### src/rtl/cfg_prog_pkg.sv
package cfg_prog_pkg;
  typedef enum logic {SH_IDLE = 1'b0, SH_RUN = 1'b1} sh_state_e;

  localparam logic [15:0] OFF_DATA = 16'h0080;
  localparam logic [15:0] OFF_CTRL = 16'h0083;
  localparam logic [15:0] OFF_CRC  = 16'h0084;
  localparam logic [15:0] OFF_RB   = 16'h0085;
  localparam logic [15:0] OFF_LAST = 16'h0085;

  localparam int CB_SDI    = 0;
  localparam int CB_PH1    = 1;
  localparam int CB_PH2    = 2;
  localparam int CB_LOAD   = 3;
  localparam int CB_MAN    = 4;
  localparam int CB_CLRCRC = 5;
  localparam int CB_CLRRB  = 6;
  localparam logic [31:0] CTRL_KEEP = 32'hFFFF_001F;

  localparam logic [15:0] CRC_POLY = 16'h1021;
  localparam logic [15:0] CRC_INIT = 16'hFFFF;
endpackage

### src/rtl/cfg_word_fifo.sv
module cfg_word_fifo #(
  parameter int W     = 32,
  parameter int DEPTH = 4
) (
  input  logic         clk_i,
  input  logic         rst_ni,
  input  logic         push_i,
  input  logic [W-1:0] din_i,
  input  logic         pop_i,
  output logic [W-1:0] dout_o,
  output logic         empty_o,
  output logic         full_o
);
  localparam int AW = (DEPTH > 1) ? $clog2(DEPTH) : 1;
  localparam logic [AW:0] FULL_CNT = (AW+1)'(DEPTH);

  logic [W-1:0]  mem_q [DEPTH];
  logic [AW-1:0] wptr_q, rptr_q;
  logic [AW:0]   cnt_q;
  logic          do_push, do_pop;

  assign empty_o = (cnt_q == '0);
  assign full_o  = (cnt_q == FULL_CNT);
  assign do_push = push_i && !full_o;
  assign do_pop  = pop_i && !empty_o;
  assign dout_o  = mem_q[rptr_q];

  always_ff @(posedge clk_i or negedge rst_ni) begin
    if (!rst_ni) begin
      wptr_q <= '0;
      rptr_q <= '0;
      cnt_q  <= '0;
      for (int i = 0; i < DEPTH; i++) mem_q[i] <= '0;
    end else begin
      if (do_push) begin
        mem_q[wptr_q] <= din_i;
        wptr_q <= wptr_q + 1'b1;
      end
      if (do_pop) rptr_q <= rptr_q + 1'b1;
      case ({do_push, do_pop})
        2'b10:   cnt_q <= cnt_q + 1'b1;
        2'b01:   cnt_q <= cnt_q - 1'b1;
        default: cnt_q <= cnt_q;
      endcase
    end
  end

  a_r3_no_underflow: assert property (@(posedge clk_i) disable iff (!rst_ni)
    pop_i |-> !empty_o);
  a_r3_cnt_bound: assert property (@(posedge clk_i) disable iff (!rst_ni)
    cnt_q <= FULL_CNT);
endmodule

### src/rtl/cfg_two_phase_shifter.sv
module cfg_two_phase_shifter
  import cfg_prog_pkg::*;
#(
  parameter int QTR = 2,
  parameter int CW  = 16,
  parameter int WW  = 32
) (
  input  logic          clk_i,
  input  logic          rst_ni,
  input  logic          hold_i,
  input  logic          cnt_we_i,
  input  logic [CW-1:0] cnt_i,
  input  logic          empty_i,
  input  logic [WW-1:0] data_i,
  output logic          pop_o,
  output logic          sdi_o,
  output logic          ph1_o,
  output logic          ph2_o
);
  localparam int QW = (QTR > 1) ? $clog2(QTR) : 1;
  localparam int BW = $clog2(WW);
  localparam logic [QW-1:0] QLAST = QW'(QTR - 1);
  localparam logic [BW-1:0] BLAST = BW'(WW - 1);

  sh_state_e     st_q;
  logic [WW-1:0] word_q;
  logic [BW-1:0] bidx_q;
  logic [1:0]    slot_q;
  logic [QW-1:0] qcnt_q;
  logic [CW-1:0] left_q;
  logic run, qend, start, bit_end, more, next_word, stop;

  assign run       = (st_q == SH_RUN) && !hold_i;
  assign qend      = (qcnt_q == QLAST);
  assign start     = (st_q == SH_IDLE) && !hold_i && (left_q != '0) && !empty_i;
  assign bit_end   = run && (slot_q == 2'd3) && qend;
  assign more      = left_q > CW'(1);
  assign next_word = bit_end && more && (bidx_q == BLAST) && !empty_i;
  assign stop      = bit_end && (!more || ((bidx_q == BLAST) && empty_i));
  assign pop_o     = start || next_word;

  assign sdi_o = (st_q == SH_RUN) && word_q[WW-1];
  assign ph1_o = (st_q == SH_RUN) && (slot_q == 2'd1);
  assign ph2_o = (st_q == SH_RUN) && (slot_q == 2'd3);

  always_ff @(posedge clk_i or negedge rst_ni) begin
    if (!rst_ni) begin
      st_q   <= SH_IDLE;
      word_q <= '0;
      bidx_q <= '0;
      slot_q <= '0;
      qcnt_q <= '0;
      left_q <= '0;
    end else begin
      if (cnt_we_i)                      left_q <= cnt_i;
      else if (bit_end && left_q != '0)  left_q <= left_q - 1'b1;

      if (start)     st_q <= SH_RUN;
      else if (stop) st_q <= SH_IDLE;

      if (start || next_word) begin
        word_q <= data_i;
        bidx_q <= '0;
      end else if (bit_end) begin
        word_q <= word_q << 1;
        bidx_q <= bidx_q + 1'b1;
      end

      if (start) begin
        slot_q <= '0;
        qcnt_q <= '0;
      end else if (run) begin
        if (qend) begin
          qcnt_q <= '0;
          slot_q <= slot_q + 1'b1;
        end else begin
          qcnt_q <= qcnt_q + 1'b1;
        end
      end
    end
  end

  a_r3_pop_needs_bits: assert property (@(posedge clk_i) disable iff (!rst_ni)
    pop_o |-> left_q != '0);
  a_r3_count_down: assert property (@(posedge clk_i) disable iff (!rst_ni)
    !cnt_we_i |=> left_q <= $past(left_q));
  a_r6_hold_freezes: assert property (@(posedge clk_i) disable iff (!rst_ni)
    (hold_i && !cnt_we_i) |=> ($stable(slot_q) && $stable(left_q) && $stable(st_q)));
endmodule

### src/rtl/cfg_return_monitor.sv
module cfg_return_monitor
  import cfg_prog_pkg::*;
#(
  parameter int RB_WORDS = 4,
  parameter int IW = $clog2(RB_WORDS)
) (
  input  logic          clk_i,
  input  logic          rst_ni,
  input  logic          smp_i,
  input  logic          bit_i,
  input  logic          clr_crc_i,
  input  logic          clr_rb_i,
  input  logic [IW-1:0] idx_i,
  output logic [15:0]   crc_o,
  output logic [31:0]   word_o
);
  localparam int CAP = RB_WORDS * 32;
  localparam int PW  = $clog2(CAP + 1);

  logic [31:0]   mem_q [RB_WORDS];
  logic [PW-1:0] ptr_q;
  logic [15:0]   crc_q;
  logic          fb, room;

  assign fb     = crc_q[15] ^ bit_i;
  assign room   = ptr_q < PW'(CAP);
  assign crc_o  = crc_q;
  assign word_o = mem_q[idx_i];

  always_ff @(posedge clk_i or negedge rst_ni) begin
    if (!rst_ni) begin
      crc_q <= CRC_INIT;
    end else if (clr_crc_i) begin
      crc_q <= CRC_INIT;
    end else if (smp_i) begin
      crc_q <= {crc_q[14:0], 1'b0} ^ (fb ? CRC_POLY : 16'h0000);
    end
  end

  always_ff @(posedge clk_i or negedge rst_ni) begin
    if (!rst_ni) begin
      ptr_q <= '0;
      for (int w = 0; w < RB_WORDS; w++) mem_q[w] <= '0;
    end else if (clr_rb_i) begin
      ptr_q <= '0;
      for (int w = 0; w < RB_WORDS; w++) mem_q[w] <= '0;
    end else if (smp_i && room) begin
      ptr_q <= ptr_q + 1'b1;
      for (int w = 0; w < RB_WORDS; w++)
        if (ptr_q[PW-1:5] == (PW-5)'(w)) mem_q[w][5'd31 - ptr_q[4:0]] <= bit_i;
    end
  end

  a_r10_crc_cleared: assert property (@(posedge clk_i) disable iff (!rst_ni)
    clr_crc_i |=> crc_q == CRC_INIT);
  a_r9_ptr_monotonic: assert property (@(posedge clk_i) disable iff (!rst_ni)
    !clr_rb_i |=> ptr_q >= $past(ptr_q));
  a_r9_ptr_bound: assert property (@(posedge clk_i) disable iff (!rst_ni)
    ptr_q <= PW'(CAP));
endmodule

### src/rtl/cfg_shift_prog.sv
module cfg_shift_prog
  import cfg_prog_pkg::*;
#(
  parameter int CLK_HZ     = 100_000_000,
  parameter int SER_HZ     = 10_000_000,
  parameter int FIFO_DEPTH = 4,
  parameter int RB_WORDS   = 4
) (
  input  logic        clk_i,
  input  logic        rst_ni,
  input  logic        bus_wr_i,
  input  logic        bus_rd_i,
  input  logic [15:0] bus_addr_i,
  input  logic [31:0] bus_wdata_i,
  output logic [31:0] bus_rdata_o,
  output logic        bus_ack_o,
  output logic        bus_unk_o,
  input  logic        sout_i,
  output logic        sdin_o,
  output logic        ph1_o,
  output logic        ph2_o,
  output logic        load_o
);
  localparam int DIV = CLK_HZ / SER_HZ;
  localparam int QTR = (DIV / 4 < 1) ? 1 : DIV / 4;
  localparam int IW  = $clog2(RB_WORDS);

  logic [31:0]   ctrl_q, rdata_q, fifo_dout, rb_word, rd_mux;
  logic [IW-1:0] idx_q;
  logic [15:0]   crc;
  logic          ack_q, unk_q, ph2_d_q;
  logic          acc, hit, ctrl_we, push, pop, empty, full, manual;
  logic          sh_sdi, sh_ph1, sh_ph2, smp;

  assign acc     = bus_wr_i || bus_rd_i;
  assign hit     = (bus_addr_i >= OFF_DATA) && (bus_addr_i <= OFF_LAST);
  assign ctrl_we = bus_wr_i && (bus_addr_i == OFF_CTRL);
  assign push    = bus_wr_i && (bus_addr_i == OFF_DATA);
  assign manual  = ctrl_q[CB_MAN];

  cfg_word_fifo #(.W(32), .DEPTH(FIFO_DEPTH)) u_fifo (
    .clk_i, .rst_ni, .push_i(push), .din_i(bus_wdata_i), .pop_i(pop),
    .dout_o(fifo_dout), .empty_o(empty), .full_o(full)
  );

  cfg_two_phase_shifter #(.QTR(QTR), .CW(16), .WW(32)) u_shifter (
    .clk_i, .rst_ni, .hold_i(manual), .cnt_we_i(ctrl_we), .cnt_i(bus_wdata_i[31:16]),
    .empty_i(empty), .data_i(fifo_dout), .pop_o(pop),
    .sdi_o(sh_sdi), .ph1_o(sh_ph1), .ph2_o(sh_ph2)
  );

  // manual phases are gated against each other
  assign sdin_o = manual ? ctrl_q[CB_SDI] : sh_sdi;
  assign ph1_o  = manual ? (ctrl_q[CB_PH1] && !ctrl_q[CB_PH2]) : sh_ph1;
  assign ph2_o  = manual ? (ctrl_q[CB_PH2] && !ctrl_q[CB_PH1]) : sh_ph2;
  assign load_o = manual && ctrl_q[CB_LOAD];
  assign smp    = ph2_d_q && !ph2_o;

  cfg_return_monitor #(.RB_WORDS(RB_WORDS), .IW(IW)) u_ret (
    .clk_i, .rst_ni, .smp_i(smp), .bit_i(sout_i),
    .clr_crc_i(ctrl_we && bus_wdata_i[CB_CLRCRC]),
    .clr_rb_i(ctrl_we && bus_wdata_i[CB_CLRRB]),
    .idx_i(idx_q), .crc_o(crc), .word_o(rb_word)
  );

  always_comb begin
    unique case (bus_addr_i)
      OFF_CTRL: rd_mux = ctrl_q;
      OFF_CRC:  rd_mux = {16'h0000, crc};
      OFF_RB:   rd_mux = rb_word;
      default:  rd_mux = '0;
    endcase
  end

  always_ff @(posedge clk_i or negedge rst_ni) begin
    if (!rst_ni) begin
      ctrl_q  <= '0;
      idx_q   <= '0;
      ack_q   <= 1'b0;
      unk_q   <= 1'b0;
      rdata_q <= '0;
      ph2_d_q <= 1'b0;
    end else begin
      ph2_d_q <= ph2_o;
      ack_q   <= acc && hit;
      unk_q   <= acc && !hit;
      rdata_q <= (bus_rd_i && hit) ? rd_mux : '0;
      if (ctrl_we) ctrl_q <= bus_wdata_i & CTRL_KEEP;
      if (bus_wr_i && bus_addr_i == OFF_RB) idx_q <= bus_wdata_i[IW-1:0];
    end
  end

  assign bus_ack_o   = ack_q;
  assign bus_unk_o   = unk_q;
  assign bus_rdata_o = rdata_q;

  a_r5_no_overlap: assert property (@(posedge clk_i) disable iff (!rst_ni)
    !(ph1_o && ph2_o));
  a_r1_flags_excl: assert property (@(posedge clk_i) disable iff (!rst_ni)
    !(bus_ack_o && bus_unk_o));
  a_r1_ack_next: assert property (@(posedge clk_i) disable iff (!rst_ni)
    (acc && hit) |=> bus_ack_o);
  a_r1_unk_next: assert property (@(posedge clk_i) disable iff (!rst_ni)
    (acc && !hit) |=> (bus_unk_o && !bus_ack_o));
  a_r3_push_not_full: assert property (@(posedge clk_i) disable iff (!rst_ni)
    (push && full) |=> !empty);
endmodule

### config.mk
export PLATFORM = sky130hd
export DESIGN_NAME = cfg_shift_prog
export DESIGN_NICKNAME = d
export VERILOG_FILES = /design/src/rtl/cfg_prog_pkg.sv /design/src/rtl/cfg_word_fifo.sv /design/src/rtl/cfg_two_phase_shifter.sv /design/src/rtl/cfg_return_monitor.sv /design/src/rtl/cfg_shift_prog.sv
export SDC_FILE = /design/constraint.sdc
export NUM_CORES = 1
export LEC_CHECK = 0
export ABC_AREA = 1
export CAP_MARGIN = 20
export CORE_AREA = 2 2 176 213
export DETAILED_ROUTE_END_ITERATION = 7
export DIE_AREA = 0 0 178 215
export DONT_BUFFER_PORTS = 1
export HOLD_SLACK_MARGIN = 0.08
export PLACE_DENSITY = 0.69
export SYNTH_ARGS = -nofsm -noshare
export SYNTH_HDL_FRONTEND = slang
export SYNTH_SLANG_ARGS = --single-unit
### constraint.sdc
create_clock -name clk_i -period 2.94 [get_ports clk_i]
set_input_delay 0.588 -clock clk_i [delete_from_list [all_inputs] [get_ports clk_i]]
set_output_delay 0.588 -clock clk_i [all_outputs]
set_load 0.01 [all_outputs]
; ---- Word level (Yosys, flattened, before mapping)
; Cells that the tools add are included.
[word_totals]
reg_bits = 402
word_cells = 174
inputBits = 53
[op_classes]
bitwise_logic = 6
muxes = 46
magnitude_cmp = 10
reduce_logical = 64
eq_ne = 13
add_sub_neg = 10
[op_table]
columns = cell, n
row1 = $mux W32, 12
row2 = $mux W128, 2
row3 = $bmux W32 S2, 2
row4 = $bwmux W128, 1
row5 = $bwmux W32, 4
row6 = $pmux W32 S3, 1
row7 = $demux W32 S2, 1
row8 = $eq A16 B8 Y1 const B, 4
row9 = $mux W16, 4
row10 = $logic_and A1 B1 Y1, 33
row11 = $reduce_bool A2 Y1, 12
row12 = $ge A16 B8 Y1 const B, 1
row13 = $gt A16 B1 Y1 const B, 1
row14 = $le A16 B8 Y1 const B, 1
row15 = $mux W8, 2
row16 = $reduce_bool A16 Y1, 1
row17 = $sub A16 B1 Y16 const B, 1
row18 = $xor A16 B16 Y16, 1
row19 = $mux W13, 1
row20 = $mux W5, 2
row21 = $reduce_and A2 Y1, 5
row22 = $ge A3 B3 Y1 const B, 3
row23 = $mux W1, 9
row24 = $not A2 Y3, 3
row25 = other kinds (25), 42

; ---- Depth between registers and ports, before layout
[depth]
word_depth = 11
mapped_depth = 14

; ---- Modules after synthesis
; From an unflattened synthesis, not the netlist that was laid out.
[unflattened]
hier_cells = 2826
hier_area_um2 = 20965.1
[modules_own_cells]
columns = module, instances, area_each_um2, cells_each
row1 = cfg_return_monitor, 1, 7857.5, 1091
row2 = cfg_word_fifo, 1, 6708.9, 841
row3 = cfg_two_phase_shifter, 1, 3570.9, 517
row4 = cfg_shift_prog, 1, 2827.7, 377

; ---- Worst setup path after synthesis
; No wires, ideal clock.
[synth_timing]
kind = reg-to-reg
from = register u_shifter.left_q[0]
to = register u_fifo.cnt_q[2]
path_slack_ps = 553
period_less_slack_ps = 2387
arrival_ps = 2262
path_stages_with_launch = 15
path_cell_list = dfrtp_1 -> inv_1 -> ha_1 -> nand2_1 -> nor2_2 -> nand2_1 -> nand2_2 -> nand2_2 -> buf_2 -> ha_1 -> inv_1 -> fa_1 -> a21oi_1 -> o21ai_0 -> xnor2_1
[synth_between]
elab_chain_len = 8
[synth_rtl]
columns = item, line
row1 = "start, declared", cfg_two_phase_shifter.sv:30  ; logic [CW-1:0] left_q;
row2 = "start signal, assigned", cfg_two_phase_shifter.sv:55  ; if (cnt_we_i) left_q <= cnt_i;
row3 = "start signal, assigned", cfg_two_phase_shifter.sv:56  ; else if (bit_end && left_q != '0) left_q <= left_q - 1'b1;
row4 = $gt A16 B1 Y1, cfg_two_phase_shifter.sv:37  ; assign more = left_q > CW'(1);
row5 = $logic_and A1 B1 Y1 (3 in a row), cfg_two_phase_shifter.sv:38  ; assign next_word = bit_end && more && (bidx_q == BLAST) && !empty_i;
row6 = $logic_or A1 B1 Y1 (*), cfg_two_phase_shifter.sv:40  ; assign pop_o = start || next_word;
row7 = $logic_and A1 B1 Y1 (*), cfg_word_fifo.sv:25  ; assign do_pop = pop_i && !empty_o;
row8 = named net u_fifo.do_pop, cfg_word_fifo.sv:20  ; logic do_push, do_pop;
row9 = $eq A2 B1 Y1 or $eq A2 B2 Y1 (tied branches), cfg_word_fifo.sv:40  ; case ({do_push, do_pop})
row10 = $pmux W3 S2 or $reduce_bool A2 Y1 (tied branches), -
row11 = "end signal, assigned", cfg_word_fifo.sv:41  ; 2'b10: cnt_q <= cnt_q + 1'b1;
row12 = "end signal, assigned", cfg_word_fifo.sv:42  ; 2'b01: cnt_q <= cnt_q - 1'b1;
row13 = "end signal, assigned", cfg_word_fifo.sv:43  ; default: cnt_q <= cnt_q;
row14 = "end, declared", cfg_word_fifo.sv:19  ; logic [AW:0] cnt_q;
; The timed path passes the listed nets; every way through them passes the cells marked *.
; A chain may end at the register's enable or synchronous reset.

; ---- Worst setup path after layout
[layout_timing]
from = register u_shifter.left_q[0]
to = register u_fifo.cnt_q[1]
[layout_between]
elab_chain_len = 8
[layout_rtl]
columns = item, line
row1 = $gt A16 B1 Y1, cfg_two_phase_shifter.sv:37
row2 = $logic_and A1 B1 Y1 (3 in a row), cfg_two_phase_shifter.sv:38
row3 = $logic_or A1 B1 Y1 (*), cfg_two_phase_shifter.sv:40
row4 = $logic_and A1 B1 Y1 (*), cfg_word_fifo.sv:25
row5 = $eq A2 B1 Y1 or $eq A2 B2 Y1 (tied branches), cfg_word_fifo.sv:40
row6 = $pmux W3 S2 or $reduce_bool A2 Y1 (tied branches), -
; Every way passes the cells marked *; elsewhere a longest branch is shown, timed or not.

==> impl_metrics.toml <==
[run_status]
status = "finished, violations left"
violations = "negative hold slack"

[yosys]
synth_area_leaders = "dfrtp_1 (49%), nand2_1 (11%), nor2_1 (5.7%)"
syn_avg_cell_area_sq_um = 8.09
synth_seq_area_share_pct = 51.3
synth_compound_area_share_pct = 16.1
ys_warn_count = 0
netlist_area_sq_um = 19700
yosysTopAreaCellShare_pct = 49.1
synthXorXnorAreaFrac_pct = 0.980
synthSimpleGateAreaFrac_pct = 23.7
synth_top_family_by_area = "simple AND/OR/NAND/NOR gates"
synth.distinct_cells = 37
ys_ff_latch = 402
yosysTopAreaCell = "dfrtp_1"
synth_fa_ha_area_share_pct = 1.06
syn_nets = 2500
syn_inst = 2431
synthMuxAreaShare_pct = 0

[timing]
rsz0062_at_grt = "no"
fin_crit_sh_pct = 84.3
fin_crit_ps = 2480
fin_worst_hold_slack_ps = -251
clock.fmax_mhz = 404
hold_violations = 386
drv_slew = 0
finClkSkew_ps = 16.8
max_slew_margin_pct = 45.6
setup_violations = 0
worst_pin_slew_ps = 816
setup_tns_ps = 0

[global_route]
track_usage_pct = 28.0
antenna_found_initial = 0
grt_pass1_wl_mm = 86.1
grt_overflow = 0
grt_max_degree = 403
grt_pass1_vias = 16400

[layout]
syn2layout_area_growth_pct = 8.19
fin_cells = 2857
drive_gt1_share_pct = 6.50
num_antenna_cells = 0
fin_nets = 2420

[power_and_ir_drop]
power_density_nw_per_um2 = 518
p_sw_uw = 2240
switching_share_pct = 20.4
p_total_uw = 11000
power.leakage_uw = 0.0108
power.share.sequential_pct = 50.3
combPwrFrac_pct = 0.6
pwr-share-clk_pct = 49.1
intPower_uw = 8770
ir_worst_vdd_uv = 370

[setup_path]
startpoint = "u_shifter.left_q[0]"
crit_chain = "inv_1, ha_1, nand2_1, nor2_2, nand2_1, nand2_2, nand2_2, ha_1, inv_1, fa_1, o21ai_0"
crit_slowest_cell = "fa_1"
critPathKind = "register to register"
crit_path_end_kind = "register"
crit_arrival_ps = 2930
r2r-start = "u_shifter.left_q[0]"
worstPathMaxFanout = 4
critical_path_required_ps = 3400
critPathLaunchType = "register"
critPathMaxStageDelay_ps = 420

[drt]
vias = 16700
via_per_inst = 5.84
drc_errors = 0
ant_nets = 0
dr.pass1.iters = 8
drt-initial-drc-count = 1605
wl_per_cell_um = 18.5
finalWirelength_mm = 52.9

[clock_tree]
clock_path_buffers = 3
cts.repair.resized = 0
postCtsSetupBuffers = 0
clk_latency_ps = 550
cts_tree = "yes"
h-tree-depth = 2
root_buffer = "clkbuf_16"
numCtsBuffers = 42
clk_pin_slew_worst_paths_ps = 60
cts.sinks = 402

[place]
place.gp.congestion = 0.841
dp_hpwl_mm = 31.0
dp.cells = 2781
portBuffers = 0

[floorplan]
dieWidth_um = 178
fp.dieH_um = 215
num_rows = 77
placeableCoreArea_sq_um = 36300
die-area_sq_um = 38300
start_util_pct = 54.1
io_pins = 91

[run]
max-cap-violations = 0

[worst_hold_path]
min_path_type = "primary input to asynchronous set/reset pin"
[through the flow]
stage / setup slack, ps / hold slack [ps] / utilization, % / cell area, sq um
6_report: 462 / -251 / 58.6 / 21300
5_1_grt: 303 / -271 / 58.6 / 21300
4_1_cts: 483 / -259 / 58.6 / 21300
3_5_place_dp: 518 / 312 / 54.7 / 19900
3_3_place_gp: 607 / 312 / 54.7 / 19900
2_1_floorplan: 553 / 292 / - / 19700
[flip-flops by register name, indices dropped and copies added (netlist names)]
register	cells
u_shifter.left_q	16
u_ret.crc_o	16
u_fifo.rptr_q	2
bus_ack_o	1
u_shifter.qcnt_q	1
ctrl_q	21
u_ret.mem_q	128
bus_unk_o	1
u_shifter.st_q	1
u_fifo.wptr_q	2
bus_rdata_o	32
u_shifter.word_q	32
u_fifo.mem_q	128
u_fifo.cnt_q	3
u_ret.ptr_q	8
idx_q	2
u_shifter.bidx_q	5
u_shifter.slot_q	2
ph2_d_q	1
[cells by family (layout without fill, tap and decap cells)]
family | count (synthesis) | count (layout)
adder cells (fa/ha/maj) | 16 | 16
buffers and inverters | 325 | 277
flip-flops | 402 | 402
XOR/XNOR | 22 | 22
AND/OR/NAND/NOR | 1113 | 1113
AO/OA/AOI/OAI | 553 | 553
[final timing paths]
path	slack, ps	end	depth (start not counted)
max	460	u_fifo.cnt_q[1]	11
min	-250	u_fifo.mem_q[9]	0
max reg2reg	460	u_fifo.cnt_q[1]	11
max in group asynchronous	2520	u_ret.mem_q[95]	0
min in group clk_i	160	bus_ack_o	1
min reg2reg	480	ctrl_q[19]	2
[power groups by stage]
stage / clock network, uW / logic, uW / registers [uW]
final: 5410 / 65.7 / 5540
after global routing: 5740 / 73.7 / 5530
after CTS: 5490 / 65.6 / 5540
after detailed placement: 0 / 65.2 / 5640
after global placement: 0 / 63.8 / 5640
after floorplan: 0 / 48.3 / 5640
[layout make-up]
class | instances | area, sq um
Clock buffer | 65 | 1300
Inverter | 163 | 612
Sequential cell | 402 | 10100
Multi-Input combinational cell | 1704 | 8240
Timing Repair Buffer | 38 | 335
Clock inverter | 11 | 109
Tap cell | 474 | 593
Fill cell | 3248 | 15000
[per-layer routing]
metal | wire length, um | vias to the layer above | track usage [%] | part of all wire [%]
met2 | 26500 | 563 | 48.0 | 50
met5 | 0 | - | 0 | 0
met1 | 21800 | 8093 | 36.7 | 41
met3 | 3080 | 94 | 3.49 | 5.8
met4 | 1480 | 0 | 9.54 | 2.8
li1 | - | 7933 | - | -
[layout by cell type, fill, tap and decap left out, drive strengths merged, types with 2 or more instances in the layout]
| cell type | synthesis | final |
|---|---|---|
| o211ai | 135 | 135 |
| buf | 71 | 38 |
| xnor2 | 11 | 11 |
| dfstp | 16 | 16 |
| o21ai | 315 | 315 |
| nand3 | 122 | 122 |
| nand4 | 62 | 62 |
| o22ai | 49 | 49 |
| nand2 | 604 | 604 |
| ha | 15 | 15 |
| nor2 | 305 | 305 |
| inv | 160 | 161 |
| xor2 | 11 | 11 |
| a21oi | 52 | 52 |
| nor3 | 17 | 17 |
| dfrtp | 386 | 386 |
| clkinv | 3 | 11 |
| clkbuf | 91 | 65 |
| bufinv | 0 | 2 |
[Yosys cell counts, drive strengths merged]
library cell  instances
inv                 160
nor3                 17
dfrtp               386
xor2                 11
a21oi                52
dfstp                16
nand3b                1
nand2               604
and3                  1
clkbuf               91
o211ai              135
fa                    1
nand3               122
nand4                62
nor3b                 1
o31ai                 1
xnor2                11
o21ai               315
nor2                305
ha                   15
clkinv                3
o22ai                49
o21a                  1
buf                  71
[critical path, delay by kind of cell, from the launching register on]
kind                       cells  cell delay, ps
AOI/OAI and AO/OA              1             170
and+or+nand+nor                5             720
buffers and inverters          2             240
adders and majority gates      3             860
DFF                            1             400
(Power assumes the default switching activity.)
